**src/rtl/hs_tx_pkg.sv**
```systemverilog
package hs_tx_pkg;
  typedef enum logic [1:0] {
    ST_IDLE = 2'd0,
    ST_WAIT = 2'd1,
    ST_LOW  = 2'd2,
    ST_HIGH = 2'd3
  } tx_state_e;
endpackage

```
**src/rtl/hs_tx_sync.sv**
```systemverilog
module hs_tx_sync #(
  parameter int STAGES = 2
) (
  input  logic clk_i,
  input  logic rst_ni,
  input  logic d_i,
  output logic q_o
);
  logic [STAGES-1:0] q_q;

  always_ff @(posedge clk_i or negedge rst_ni) begin
    if (!rst_ni) q_q <= '0;
    else         q_q <= {q_q[STAGES-2:0], d_i};
  end

  assign q_o = q_q[STAGES-1];
endmodule

```
**src/rtl/hs_tx_shifter.sv**
```systemverilog
module hs_tx_shifter #(
  parameter int WORD_W = 16,
  localparam int CNT_W = $clog2(WORD_W + 1)
) (
  input  logic              clk_i,
  input  logic              rst_ni,
  input  logic              load_i,
  input  logic [WORD_W-1:0] data_i,
  input  logic              shift_i,
  output logic              msb_o,
  output logic              done_o
);
  logic [WORD_W-1:0] sh_q;
  logic [CNT_W-1:0]  cnt_q;

  always_ff @(posedge clk_i or negedge rst_ni) begin
    if (!rst_ni) begin
      sh_q  <= '0;
      cnt_q <= '0;
    end else if (load_i) begin
      sh_q  <= data_i;
      cnt_q <= '0;
    end else if (shift_i) begin
      sh_q  <= {sh_q[WORD_W-2:0], 1'b0};
      cnt_q <= cnt_q + CNT_W'(1);
    end
  end

  assign msb_o  = sh_q[WORD_W-1];
  assign done_o = (cnt_q == CNT_W'(WORD_W));
endmodule

```
**src/rtl/hs_tx_seq.sv**
```systemverilog
module hs_tx_seq
  import hs_tx_pkg::*;
(
  input  logic clk_i,
  input  logic rst_ni,
  input  logic wr_i,
  input  logic start_i,
  input  logic clr_i,
  input  logic mreset_i,
  input  logic set_last_i,
  input  logic ack_i,
  input  logic done_i,
  output logic load_o,
  output logic shift_o,
  output logic active_o,
  output logic valid_o,
  output logic mark_o,
  output logic wake_o
);
  tx_state_e st_q, st_d;
  logic mark_q, mark_d;
  logic last_q, last_d;
  logic last_clr;

  always_comb begin
    st_d     = st_q;
    mark_d   = mark_q;
    load_o   = 1'b0;
    shift_o  = 1'b0;
    last_clr = 1'b0;
    if (mreset_i || clr_i) begin
      st_d   = ST_IDLE;
      mark_d = 1'b0;
    end else begin
      unique case (st_q)
        ST_IDLE, ST_WAIT: begin
          if (wr_i) begin
            st_d   = ST_LOW;
            load_o = 1'b1;
          end else if (start_i) begin
            st_d = ST_WAIT;
          end
        end
        ST_LOW: begin
          // low phase doubles as data setup for the next strobe
          if (!ack_i) begin
            if (mark_q) begin
              st_d     = ST_WAIT;
              mark_d   = 1'b0;
              last_clr = 1'b1;
            end else if (!done_i) begin
              st_d = ST_HIGH;
            end else if (last_q) begin
              st_d   = ST_HIGH;
              mark_d = 1'b1;
            end else begin
              st_d = ST_WAIT;
            end
          end
        end
        ST_HIGH: begin
          if (ack_i) begin
            st_d    = ST_LOW;
            shift_o = !mark_q;
          end
        end
        default: st_d = ST_IDLE;
      endcase
    end
    if (mreset_i)       last_d = 1'b0;
    else if (set_last_i) last_d = 1'b1;
    else if (last_clr)  last_d = 1'b0;
    else                last_d = last_q;
  end

  always_ff @(posedge clk_i or negedge rst_ni) begin
    if (!rst_ni) begin
      st_q   <= ST_IDLE;
      mark_q <= 1'b0;
      last_q <= 1'b0;
    end else begin
      st_q   <= st_d;
      mark_q <= mark_d;
      last_q <= last_d;
    end
  end

  assign active_o = (st_q == ST_LOW) || (st_q == ST_HIGH);
  assign valid_o  = (st_q == ST_HIGH);
  assign mark_o   = mark_q;
  assign wake_o   = (st_q == ST_WAIT);
endmodule

```
**src/rtl/hs_tx_route.sv**
```systemverilog
module hs_tx_route (
  input  logic loopback_i,
  input  logic data_i,
  input  logic valid_i,
  input  logic last_i,
  input  logic ext_ack_i,
  input  logic lb_ack_i,
  output logic ack_o,
  output logic ext_data_o,
  output logic ext_valid_o,
  output logic ext_last_o,
  output logic lb_data_o,
  output logic lb_valid_o,
  output logic lb_last_o
);
  always_comb begin
    ext_data_o  = !loopback_i && data_i;
    ext_valid_o = !loopback_i && valid_i;
    ext_last_o  = !loopback_i && last_i;
    lb_data_o   = loopback_i && data_i;
    lb_valid_o  = loopback_i && valid_i;
    lb_last_o   = loopback_i && last_i;
    ack_o       = loopback_i ? lb_ack_i : ext_ack_i;
  end
endmodule

```
**src/rtl/hs_word_tx.sv**
```systemverilog
module hs_word_tx #(
  parameter int WORD_W      = 16,
  parameter int SYNC_STAGES = 2
) (
  input  logic              clk_i,
  input  logic              rst_ni,
  input  logic              wr_i,
  input  logic [WORD_W-1:0] wr_data_i,
  input  logic              start_i,
  input  logic              clr_i,
  input  logic              mreset_i,
  input  logic              set_last_i,
  input  logic              loopback_i,
  input  logic              ext_ack_i,
  input  logic              lb_ack_i,
  output logic              ext_data_o,
  output logic              ext_valid_o,
  output logic              ext_last_o,
  output logic              lb_data_o,
  output logic              lb_valid_o,
  output logic              lb_last_o,
  output logic              wake_o
);
  logic ack_raw, ack_s;
  logic load, shift, done, msb;
  logic tx_active, tx_valid, tx_mark;
  logic ser_data, ser_last;

  hs_tx_route u_route (
    .loopback_i (loopback_i),
    .data_i     (ser_data),
    .valid_i    (tx_valid),
    .last_i     (ser_last),
    .ext_ack_i  (ext_ack_i),
    .lb_ack_i   (lb_ack_i),
    .ack_o      (ack_raw),
    .ext_data_o (ext_data_o),
    .ext_valid_o(ext_valid_o),
    .ext_last_o (ext_last_o),
    .lb_data_o  (lb_data_o),
    .lb_valid_o (lb_valid_o),
    .lb_last_o  (lb_last_o)
  );

  hs_tx_sync #(.STAGES(SYNC_STAGES)) u_sync (
    .clk_i (clk_i),
    .rst_ni(rst_ni),
    .d_i   (ack_raw),
    .q_o   (ack_s)
  );

  hs_tx_shifter #(.WORD_W(WORD_W)) u_shift (
    .clk_i  (clk_i),
    .rst_ni (rst_ni),
    .load_i (load),
    .data_i (wr_data_i),
    .shift_i(shift),
    .msb_o  (msb),
    .done_o (done)
  );

  hs_tx_seq u_seq (
    .clk_i     (clk_i),
    .rst_ni    (rst_ni),
    .wr_i      (wr_i),
    .start_i   (start_i),
    .clr_i     (clr_i),
    .mreset_i  (mreset_i),
    .set_last_i(set_last_i),
    .ack_i     (ack_s),
    .done_i    (done),
    .load_o    (load),
    .shift_o   (shift),
    .active_o  (tx_active),
    .valid_o   (tx_valid),
    .mark_o    (tx_mark),
    .wake_o    (wake_o)
  );

  // marker bit carries 0 on the data line
  assign ser_data = tx_active && !tx_mark && msb;
  assign ser_last = tx_active && tx_mark;
endmodule

```
**config.mk**
```make
export PLATFORM = sky130hd
export DESIGN_NAME = hs_word_tx
export DESIGN_NICKNAME = d
export VERILOG_FILES = /design/src/rtl/hs_tx_pkg.sv /design/src/rtl/hs_tx_sync.sv /design/src/rtl/hs_tx_shifter.sv /design/src/rtl/hs_tx_seq.sv /design/src/rtl/hs_tx_route.sv /design/src/rtl/hs_word_tx.sv
export SDC_FILE = /design/constraint.sdc
export NUM_CORES = 1
export LEC_CHECK = 0
export BUFFER_PORTS_ARGS = -buffer_cell sky130_fd_sc_hd__buf_2
export CAP_MARGIN = 0
export CORE_MARGIN = 3
export CORE_UTILIZATION = 30
export DETAILED_ROUTE_END_ITERATION = 12
export PLACE_DENSITY_LB_ADDON = 0.3
export SYNTH_ARGS = -nofsm -noshare
export SYNTH_HDL_FRONTEND = slang
export SYNTH_SLANG_ARGS = --single-unit
```
**constraint.sdc**
```tcl
create_clock -name clk_i -period 1.8 [get_ports clk_i]
set_clock_uncertainty 0.2 [all_clocks]
set_input_delay 0.36 -clock clk_i [delete_from_list [all_inputs] [get_ports clk_i]]
set_output_delay 0.36 -clock clk_i [all_outputs]
set_load 0.1 [all_outputs]
```
==> summary.md, run 1 <==
| Metric | Value |
|---|---|
| Logic pwr share | 20.7% |
| Top cell type by total area after synthesis | dfrtp_1 |
| Min Tclk post-route | 1.88 ns |
| Final GP Congestion | 0.753 |
| Hold path start | wr_data_i[0] |
| Gr usage total | 13.2% |
| Worst Setup EP | wake_o |
| Sw Ratio | 29.1% |
| Worst R2R Path Depth | 7 |
| TritonCTS Buffers | 3 |
| Share of cells above drive strength 1 | 40.1% |
| Final core area utilization | 46.5% |
| Lkg Pwr | 0.897 nW |
| Asr flop ratio synth | 100% |
| Total power | 0.00137 W |
| First-pass GRT wire length | 6320 µm |
| Fin Hold WS | 0.103 ns |
| H-Tree Depth | 1 |
| Worst vdd ir | 0.328 mV |
| R2R Path End | u_shift.sh_q[8] |
| Port bufs | 32 |
| Vias per cell | 5.17 |
| Failing checks | negative setup slack |
| DRT antenna net count | 0 |
| Final net count | 236 |
| Critical Path RT | 1.24 ns |
| DP Cell Count | 261 |
| Fin crit share | 104% |
| Vias in the first global route | 1,359 |
| Crit Path Class | flop to primary output |
| Final Hold Fails | 0 |
| Min setup slack post-route | -0.0791 ns |
| Pin count of the biggest net entering global routing | 28 |
| Post-synth top area share | 45.9% |
| Routed vias | 1,405 |
| Wirelength per Cell | 15.0 µm |
| Pins Over Slew Limit | 0 |
| CP Launch Type | flop |
| RSZ-0062 raised after global routing | true |
| Slew at the pin closest to its max-slew limit | 0.625 ns |
| Final Setup Violations | 7 |
| Clk network pwr share | 25.7% |
| Max Root-Sink Buffers | 2 |
| Initial antenna violation count | 0 |
| Mapped Nets | 190 |
| Yosys reg bits | 27 |
| Post-DP HPWL | 2550 µm |
| Grt ovf | 0 |
| Crit. End Element | primary output |
| Slew headroom | 58.3% |
| Switch Pwr | 0.000398 W |
| CTS Sinks | 27 |
| Yosys warning count | 0 |
| Area added between synthesis and finish | 43.4% |
| Die area | 5780 µm² |
| Pwr/cell area | 649 nW/µm² |
| Flop pwr share | 53.6% |
| Core outline area | 4530 µm² |
| Max-cap violations | 0 |
| Worst Path Max Fanout | 5 |
| Root Driver | clkbuf_8 |
| Post-synth EDFFs | 0 |
| Starting Density | 32.5% |
| Top cells by area, synth | dfrtp_1 (46%), a21oi_1 (6.5%), a31oi_1 (6.0%) |
| Pre-antenna DRT Iters | 5 |
| Die width | 76.0 µm |
| Max Fclk | 532 MHz |
| Avg Cell Area, Syn | 9.08 µm² |
| Row cnt | 24 |
| Post-route DRC | 0 |
| Status | finished, violations left |
| Fraction of the yosys area taken by sequential cells | 45.9% |
| IO Pins | 33 |
| Flop2flop setup slack | 0.03 ns |
| Hold WC Path Type | input port to flop |
| Worst-path clk slew | 0.10 ns |
| CTS tree | yes |
| CP Launch Point | u_seq.st_q[1] |
| Mapped Cells | 162 |
| P_int | 0.000970 W |
| DRT iter0 DRCs | 65 |
| Crit path DAT | 1.32 ns |
| Cell variety after synth | 37 |
| Critical R2R Launch | u_seq.st_q[1] |
| Area of the mapped netlist | 1470 µm² |
| Setup TNS | -0.368 ns |
| Main synth FF type | dfrtp_1 |
| Clock latency on the worst-skew pair | 0.27 ns |
| Routed wire length | 4090 µm |
| Antenna diodes | 0 |
| Die H | 76.0 µm |
| Cell Count, Final, Fillers Out | 272 |
-- cell usage after synthesis (2+ instances only) --
| library cell | number |
|---|---|
| a21oi_1 | 19 |
| mux2_2 | 2 |
| nor3_1 | 2 |
| inv_1 | 5 |
| buf_4 | 2 |
| buf_6 | 2 |
| nor2b_1 | 3 |
| buf_2 | 7 |
| or4_1 | 2 |
| clkbuf_1 | 2 |
| o21ai_0 | 17 |
| a31oi_1 | 14 |
| nor2_1 | 19 |
| ha_1 | 2 |
| o31ai_1 | 2 |
| nand2b_1 | 2 |
| and3_1 | 3 |
| dfrtp_1 | 27 |
| nand2_1 | 8 |
| nand3_1 | 5 |
-- final cells by class --
| type | count | area (µm²) |
|---|---|---|
| clock inverter | 1 | 5.00 |
| fill | 440 | 2420 |
| sequential | 27 | 677 |
| multi-input combinational | 117 | 792 |
| inverter | 5 | 18.8 |
| tap | 65 | 81.3 |
| clock buffer | 3 | 41.3 |
| timing repair buffer | 54 | 494 |
-- worst min-delay path by stage --
stage	endpoint	slack, ns	depth (start not counted)
6_report	u_shift.sh_q[0]	0.10	3
3_3_place_gp	u_sync.q_q[1]	0.14	0
4_1_cts	u_shift.sh_q[0]	0.1	3
3_5_place_dp	u_sync.q_q[1]	0.14	0
2_1_floorplan	u_seq.last_q	-0.14	0
5_1_grt	u_shift.sh_q[0]	0.1	3
-- cells in the final DEF, fill, tap and decap left out, types with 2 or more instances in the layout --
cell	n
nor2_1	10
ha_1	2
nand3_1	5
buf_2	25
clkbuf_8	3
o31ai_1	2
buf_12	9
mux2_2	2
a21oi_1	19
nand2b_1	2
nand2_2	2
buf_4	13
nor2_4	3
nor3_1	2
nor2_2	6
nand2_1	5
a31oi_1	14
or4_1	2
and3_4	3
inv_1	5
dfrtp_1	26
buf_6	5
o21ai_0	17
-- critical path, stage by stage (launching register included) --
cell     delay [ns]
dfrtp_1        0.43
buf_6          0.14
buf_6          0.12
nor2b_2        0.16
buf_12         0.19
-- power groups by stage --
stage	registers, W	logic, W	clock network [W]
after floorplan	0.000727	0.000155	0
after global placement	0.000740	0.000244	0
after detailed placement	0.000741	0.000247	0
after CTS	0.000732	0.000259	0.000359
after global routing	0.000743	0.000312	0.000381
final	0.000733	0.000283	0.000351
-- registers in the layout, summed over array words and instances (netlist names) --
name           flops
u_shift.sh_q      16
u_shift.cnt_q      5
u_seq.st_q         2
u_sync.q_q         2
u_seq.last_q       1
u_seq.mark_o       1
-- cells by family (layout without fill, tap and decap cells) --
kind of cell / after synthesis / count (layout) / share of synthesized area [%]
AO/OA/AOI/OAI: 60 / 60 / 23.7
AND/OR/NAND/NOR: 52 / 52 / 19.7
flip-flops: 27 / 27 / 45.9
buffers and inverters: 18 / 63 / 6.72
multiplexers: 3 / 3 / 2.21
adder cells (fa/ha/maj): 2 / 2 / 1.70
-- stage by stage --
stage	instance area (µm²)	setup WS (ns)
2_1_floorplan	1500	-0.135
3_3_place_gp	1890	0.0703
3_5_place_dp	1890	0.0357
4_1_cts	2000	-0.0715
5_1_grt	2110	-0.122
6_report	2110	-0.0791
-- routing by layer --
metal / vias to the layer above / wire length (µm) / global-route usage (%)
met5: - / 0 / 0
met2: 44 / 1930 / 21.3
met3: 4 / 229 / 2.25
met4: 0 / 54 / 5.25
met1: 674 / 1880 / 17.7
li1: 683 / - / -
-- what timing repair did --
| item | CTS | global route |
|---|---|---|
| buffers inserted | 2 | 1 |
| hold buffers | 1 | 0 |
| cloned | 0 | 4 |
| pin swaps | 3 | 12 |
| resized for setup | 12 | 18 |
| setup endpoints to repair | 7 | 28 |
| hold endpoints to repair | 27 | 0 |
Power figures use the tool's default switching activity.
==> inputs of run 2 (changes only) <==
==> constraint.sdc (replaced) <==
create_clock -name clk_i -period 2.3 [get_ports clk_i]
set_clock_uncertainty 0.2 [all_clocks]
set_input_delay 0.46 -clock clk_i [delete_from_list [all_inputs] [get_ports clk_i]]
set_output_delay 0.46 -clock clk_i [all_outputs]
set_load 0.1 [all_outputs]
==> run 2 against run 1 <==
- the flow finishes with violations (negative hold slack)
- die area did not move
- first-iteration DRC count up 18%
- count of clock-buffer cells in the layout up 1
- critical path depth shrank 1
- utilization down 7.9 points
- flip-flop and latch count unchanged
- hold slack got worse by 0.12 ns
- register-to-register slack improved by 0.40 ns
- routed wire length shrank 11%
==> summary.md, run 2 (same netlist as run 1, synthesis figures left out) <==
| Metric | Value |
|---|---|
| Vias in the first global route | 1,298 (was 1,359) |
| H-Tree Depth | 1 (unchanged) |
| Biggest regs | u_shift.sh_q (16), u_shift.cnt_q (5) (unchanged) |
| DRT antenna net count | 0 (unchanged) |
| Fin Hold WS | -0.0177 ns (was 0.103 ns) |
| Status | finished, violations left (unchanged) |
| CTS Sinks | 27 (unchanged) |
| Fin crit share | 91.2% |
| Commonest cells after routing, fill and taps aside | buf_2 (30), dfrtp_1 (26), a21oi_1 (19) (was dfrtp_1 (26), buf_2 (25), a21oi_1 (19)) |
| Clock latency on the worst-skew pair | 0.27 ns (about the same) |
| Failing checks | negative hold slack (was negative setup slack) |
| Die width | 76.0 µm (unchanged) |
| Critical Path RT | 1.64 ns (was 1.24 ns) |
| Cell Chain, Critical Path | nor2b_1 -> and3_1 -> buf_12 (was buf_6 -> buf_6 -> nor2b_2 -> buf_12) |
| Worst vdd ir | 0.232 mV (was 0.328 mV) |
| Slew at the pin closest to its max-slew limit | 0.610 ns (was 0.625 ns) |
| Final GP Congestion | 0.792 (was 0.753) |
| P_int | 0.000733 W (was 0.000970 W) |
| Initial antenna violation count | 0 (unchanged) |
| CP top delay family | flip-flops (was buffers and inverters) |
| RSZ-0062 raised after global routing | false (was true) |
| Switch Pwr | 0.000291 W (was 0.000398 W) |
| Wirelength per Cell | 14.3 µm (was 15.0 µm) |
| Min Tclk post-route | 2.10 ns |
| Max Fclk | 477 MHz |
| Port bufs | 32 (unchanged) |
| Share of cells above drive strength 1 | 26.5% (was 40.1%) |
| Logic pwr share | 17.3% (was 20.7%) |
| Min setup slack post-route | 0.203 ns (was -0.0791 ns) |
| Routed vias | 1,305 (was 1,405) |
| Max-cap violations | 0 (unchanged) |
| Worst R2R Path Depth | 5 (was 7) |
| Largest Register | u_shift.sh_q (unchanged) |
| CP Launch Type | flop (unchanged) |
| Fill count | 481 (was 440) |
| CTS tree | yes (unchanged) |
| Gr usage total | 12.9% (was 13.2%) |
| Final core area utilization | 38.6% (was 46.5%) |
| Row cnt | 24 (unchanged) |
| Post-DP HPWL | 2440 µm (was 2550 µm) |
| Core outline area | 4530 µm² (unchanged) |
| Flop pwr share | 56.1% (was 53.6%) |
| Cell Count, Final, Fillers Out | 254 (was 272) |
| Hold_buf cts | 0 (was 1) |
| Setup TNS | 0 ns (was -0.368 ns) |
| TritonCTS Buffers | 3 (unchanged) |
| WP buf/inv | 1 (was 3) |
| Crit path DAT | 1.44 ns (was 1.32 ns) |
| Root Driver | clkbuf_8 (unchanged) |
| Starting Density | 32.5% (unchanged) |
| Pins Over Slew Limit | 0 (unchanged) |
| DP Cell Count | 250 (was 261) |
| Antenna diodes | 0 (unchanged) |
| Grt ovf | 0 (unchanged) |
| Pwr/cell area | 586 nW/µm² (was 649 nW/µm²) |
| DRT iter0 DRCs | 77 (was 65) |
| Die area | 5780 µm² (unchanged) |
| Routed wire length | 3620 µm (was 4090 µm) |
| Crit. End Element | primary output (unchanged) |
| Vias per cell | 5.14 (was 5.17) |
| Post-CTS Setup Repair Bufs | 0 (was 2) |
| Crit-path slowest cell | dfrtp_2 (was dfrtp_1) |
| Pin count of the biggest net entering global routing | 28 (unchanged) |
| Lkg Pwr | 0.749 nW (was 0.897 nW) |
| R2R Path End | u_seq.st_q[1] (was u_shift.sh_q[8]) |
| First-pass GRT wire length | 6190 µm (was 6320 µm) |
| Flop2flop setup slack | 0.43 ns (was 0.03 ns) |
| Pre-antenna DRT Iters | 4 (was 5) |
| Sw Ratio | 28.4% (was 29.1%) |
| Post-route DRC | 0 (unchanged) |
| Crit Path Class | flop to primary output (unchanged) |
| Worst-path clk slew | 0.09 ns (was 0.10 ns) |
| Max reg flops | 16 (unchanged) |
| Slew headroom | 59.4% (was 58.3%) |
| Final Hold Fails | 27 (was 0) |
| Area added between synthesis and finish | 18.9% (was 43.4%) |
| Critical R2R Launch | u_shift.cnt_q[0] (was u_seq.st_q[1]) |
| Leading cell type in the layout, fill and taps excluded | buf_2 (was dfrtp_1) |
| CP max stage delay | 0.52 ns (was 0.43 ns) |
| Final Setup Violations | 0 (was 7) |
| Clk network pwr share | 26.6% (was 25.7%) |
| Max Root-Sink Buffers | 2 (unchanged) |
| Die H | 76.0 µm (unchanged) |
| Worst Path Max Fanout | 15 (was 5) |
| Final net count | 218 (was 236) |
| Dpl ws | 0.345 ns (was 0.0357 ns) |
| Cts repair resizes | 0 (was 12) |
| Hold WC Path Type | input port to asynchronous set/reset pin (was input port to flop) |
| IO Pins | 33 (unchanged) |
[run 2: power groups by stage]
stage	logic (W)	registers (W)	clock network, W
after floorplan	0.000120	0.000569	0
final	0.000177	0.000575	0.000273
after global routing	0.000200	0.000584	0.000304
after global placement	0.000173	0.000583	0
after detailed placement	0.000178	0.000584	0
after CTS	0.000179	0.000575	0.000281
[run 2: metal layers]
metal / vias to the layer above / global-route usage, % / part of all wire [%]
li1: 643 / - / -
met1: 633 / 18.4 / 49
met2: 27 / 20.2 / 47
met3: 2 / 1.89 / 3.3
met4: 0 / 3.80 / 1.0
met5: - / 0 / 0
[run 2: worst max-delay path by stage]
stage                             start            end  slack, ns  depth (start not counted)
after floorplan           u_seq.st_q[1]     ext_last_o       0.20                          3
after global placement    u_seq.st_q[1]     ext_last_o       0.39                          3
after detailed placement  u_seq.st_q[1]  u_seq.st_q[1]       0.34                          3
after CTS                 u_seq.st_q[1]     ext_last_o       0.04                          3
after global routing      u_seq.st_q[1]     ext_data_o       0.03                          4
final                     u_seq.st_q[1]      lb_data_o       0.20                          3
[run 2: layout make-up]
| type | instances | area [µm²] | area share (%) |
|---|---|---|---|
| multi-input cells | 117 | 707 | 40.4 |
| flip-flops and latches | 27 | 677 | 38.7 |
| repair buffers | 36 | 220 | 12.6 |
| well taps | 65 | 81.3 | 4.65 |
| clock buffers | 4 | 45.0 | 2.58 |
| inverters | 5 | 18.8 | 1.07 |
[run 2: worst register-to-register path, cell delays in order, from the launching register on]
cell and delay, ns:
dfrtp_1 0.41, inv_1 0.08, ha_1 0.19, nor4bb_1 0.15, a21bo_2 0.21, a2111oi_0 0.47
[run 2: through the flow]
step                cell area [µm²]  total power (W)
floorplan                      1480         0.000690
global placement               1700         0.000756
detailed placement             1700         0.000763
CTS                            1750          0.00103
global route                   1750          0.00109
finish                         1750          0.00102
==> inputs of run 3 (changes only) <==
--- a/config.mk
+++ b/config.mk
@@ -6,7 +6,8 @@
 export NUM_CORES = 1
 export LEC_CHECK = 0
 export BUFFER_PORTS_ARGS = -buffer_cell sky130_fd_sc_hd__buf_2
-export CAP_MARGIN = 0
+export CAP_MARGIN = 25
+export CORE_ASPECT_RATIO = 0.9
 export CORE_MARGIN = 3
 export CORE_UTILIZATION = 30
 export DETAILED_ROUTE_END_ITERATION = 12
==> run 3 against run 2 <==
- largest power group unchanged
- sequential power about the same
- highest routed layer unchanged
- sequential share of layout area decreased by 0.11 points
- design area increased by 0.29%
- worst setup slack got worse by 0.055 ns
- the flow still finishes with violations (negative hold slack)
- fmax decreased by 2.6%
- first-iteration DRC count decreased by 25%
==> summary.md, run 3 (same netlist as run 1, synthesis figures left out) <==
| Metric | Value |
|---|---|
| Max Fclk | 465 MHz (was 477 MHz) |
| Critical Path RT | 1.64 ns (about the same) |
| Fill count | 502 (was 481) |
| Pin count of the biggest net entering global routing | 28 (unchanged) |
| Worst Path Max Fanout | 15 (unchanged) |
| Failing checks | negative hold slack (unchanged) |
| Pre-antenna DRT Iters | 4 (unchanged) |
| Final GP Congestion | 0.725 (was 0.792) |
| Routed wire length | 3410 µm (was 3620 µm) |
| Max reg flops | 16 (unchanged) |
| Row cnt | 23 (was 24) |
| Final Hold Fails | 27 (unchanged) |
| Biggest regs | u_shift.sh_q (16), u_shift.cnt_q (5) (unchanged) |
| Starting Density | 32.0% (was 32.5%) |
| Vias per cell | 5.07 (was 5.14) |
| Worst-path clk slew | 0.09 ns (about the same) |
| Lkg Pwr | 0.758 nW (was 0.749 nW) |
| Core outline area | 4600 µm² (was 4530 µm²) |
| Slew at the pin closest to its max-slew limit | 0.610 ns (about the same) |
| Die area | 5780 µm² (about the same) |
| Max Root-Sink Buffers | 2 (unchanged) |
| Slew headroom | 59.4% (about the same) |
| Max-cap violations | 0 (unchanged) |
| Reg area | 677 µm² (unchanged) |
| Largest Register | u_shift.sh_q (unchanged) |
| Share of cells above drive strength 1 | 27.4% (was 26.5%) |
| Gr usage total | 12.9% (about the same) |
| Crit Path Class | flop to primary output (unchanged) |
| Commonest cells after routing, fill and taps aside | buf_2 (30), dfrtp_1 (26), a21oi_1 (19) (unchanged) |
| Die H | 72.4 µm (was 76.0 µm) |
| First-pass GRT wire length | 5980 µm (was 6190 µm) |
| Hold WC Path Type | input port to asynchronous set/reset pin (unchanged) |
| Crit path DAT | 1.49 ns (was 1.44 ns) |
| Design Area, Final | 1750 µm² (about the same) |
| Clock latency on the worst-skew pair | 0.27 ns (about the same) |
| Grt ovf | 0 (unchanged) |
| Root Driver | clkbuf_8 (unchanged) |
| TritonCTS Buffers | 3 (unchanged) |
| CTS Sinks | 27 (unchanged) |
| Multi-input gate area | 707 µm² (unchanged) |
| Total power | 0.00102 W (about the same) |
| DRT iter0 DRCs | 58 (was 77) |
| Fin Hold WS | -0.0161 ns (was -0.0177 ns) |
| DP Area | 1710 µm² (was 1700 µm²) |
| IO Pins | 33 (unchanged) |
| Fin crit share | 93.6% (was 91.2%) |
| H-Tree Depth | 1 (unchanged) |
| Post-route DRC | 0 (unchanged) |
| Crit. End Element | primary output (unchanged) |
| Flop2flop setup slack | 0.54 ns (was 0.43 ns) |
| Area added between synthesis and finish | 19.2% (was 18.9%) |
| Die width | 79.8 µm (was 76.0 µm) |
| Post-DP HPWL | 2280 µm (was 2440 µm) |
| Wirelength per Cell | 13.5 µm (was 14.3 µm) |
| Final net count | 219 (was 218) |
| Port bufs | 32 (unchanged) |
| R2R Path End | u_shift.sh_q[9] (was u_seq.st_q[1]) |
| DRT antenna net count | 0 (unchanged) |
| Final Setup Violations | 0 (unchanged) |
| Min Tclk post-route | 2.15 ns (was 2.10 ns) |
| RSZ-0062 raised after global routing | false (unchanged) |
| Routed vias | 1,277 (was 1,305) |
| Leading cell type in the layout, fill and taps excluded | buf_2 (unchanged) |
| Worst R2R Path Depth | 4 (was 5) |
| Status | finished, violations left (unchanged) |
| CTS tree | yes (unchanged) |
| CP Launch Type | flop (unchanged) |
| Final core area utilization | 38.1% (was 38.6%) |
| Initial antenna violation count | 0 (unchanged) |
| Worst vdd ir | 0.422 mV (was 0.232 mV) |
| Setup TNS | 0 ns (unchanged) |
| Critical R2R Launch | u_seq.st_q[1] (was u_shift.cnt_q[0]) |
| Pwr/cell area | 582 nW/µm² (was 586 nW/µm²) |
| Vias in the first global route | 1,290 (was 1,298) |
| Antenna diodes | 0 (unchanged) |
| Pins Over Slew Limit | 0 (unchanged) |
run 3: cell count changes in the layout (fill, tap and decap cells not counted):
| cell | previous run | this run |
|---|---|---|
| buf_4 | 4 | 5 |
| clkbuf_1 | 1 | 0 |
| clkinv_2 | 0 | 1 |
run 3: stage by stage:
stage	cells	worst slack [ns]
floorplan	162	0.198
global placement	248	0.408
detailed placement	248	0.384
CTS	252	0.0547
global route	252	0.0574
finish	252	0.147
run 3: repair_timing:
action | in CTS | in global routing
buffers inserted | 0 | 0
setup endpoints to repair | 0 | 3
gates resized for setup | 0 | 1
hold buffers | 0 | 0
run 3: final cells by class:
| type | instances | share of cell area [%] |
|---|---|---|
| clock buffer | 3 | 2.35 |
| sequential | 27 | 38.6 |
| multi-input combinational | 117 | 40.3 |
| inverter | 5 | 1.07 |
| tap | 62 | 4.42 |
| timing repair buffer | 37 | 13.0 |
| clock inverter | 1 | 0.285 |
run 3: power breakdown:
group	internal, W	switching [W]
clock	0.000122	0.000150
sequential	0.000536	0.0000388
combinational	0.0000733	0.000101
run 3: worst max-delay path by stage:
| stage | slack [ns] | to | from | cells past startpoint |
|---|---|---|---|---|
| 2_1_floorplan | 0.20 | ext_last_o | u_seq.st_q[1] | 3 |
| 3_5_place_dp | 0.38 | lb_data_o | u_seq.st_q[1] | 3 |
| 4_1_cts | 0.05 | lb_data_o | u_seq.st_q[1] | 3 |
| 3_3_place_gp | 0.41 | ext_last_o | u_seq.st_q[1] | 3 |
| 5_1_grt | 0.06 | ext_data_o | u_seq.st_q[1] | 4 |
| 6_report | 0.15 | lb_data_o | u_seq.st_q[1] | 3 |
run 3: worst max-delay path: stages (launching register included):
cell and delay (ns):
dfrtp_2 0.52, nor2b_1 0.28, and3_1 0.24, buf_12 0.18
run 3: per-layer routing:
| metal | share of wire, % | track usage [%] | vias up |
|---|---|---|---|
| li1 | - | - | 646 |
| met1 | 51 | 18.8 | 605 |
| met2 | 43 | 19.2 | 21 |
| met3 | 5.0 | 3.47 | 5 |
| met4 | 0.85 | 3.19 | 0 |
| met5 | 0 | 0 | - |
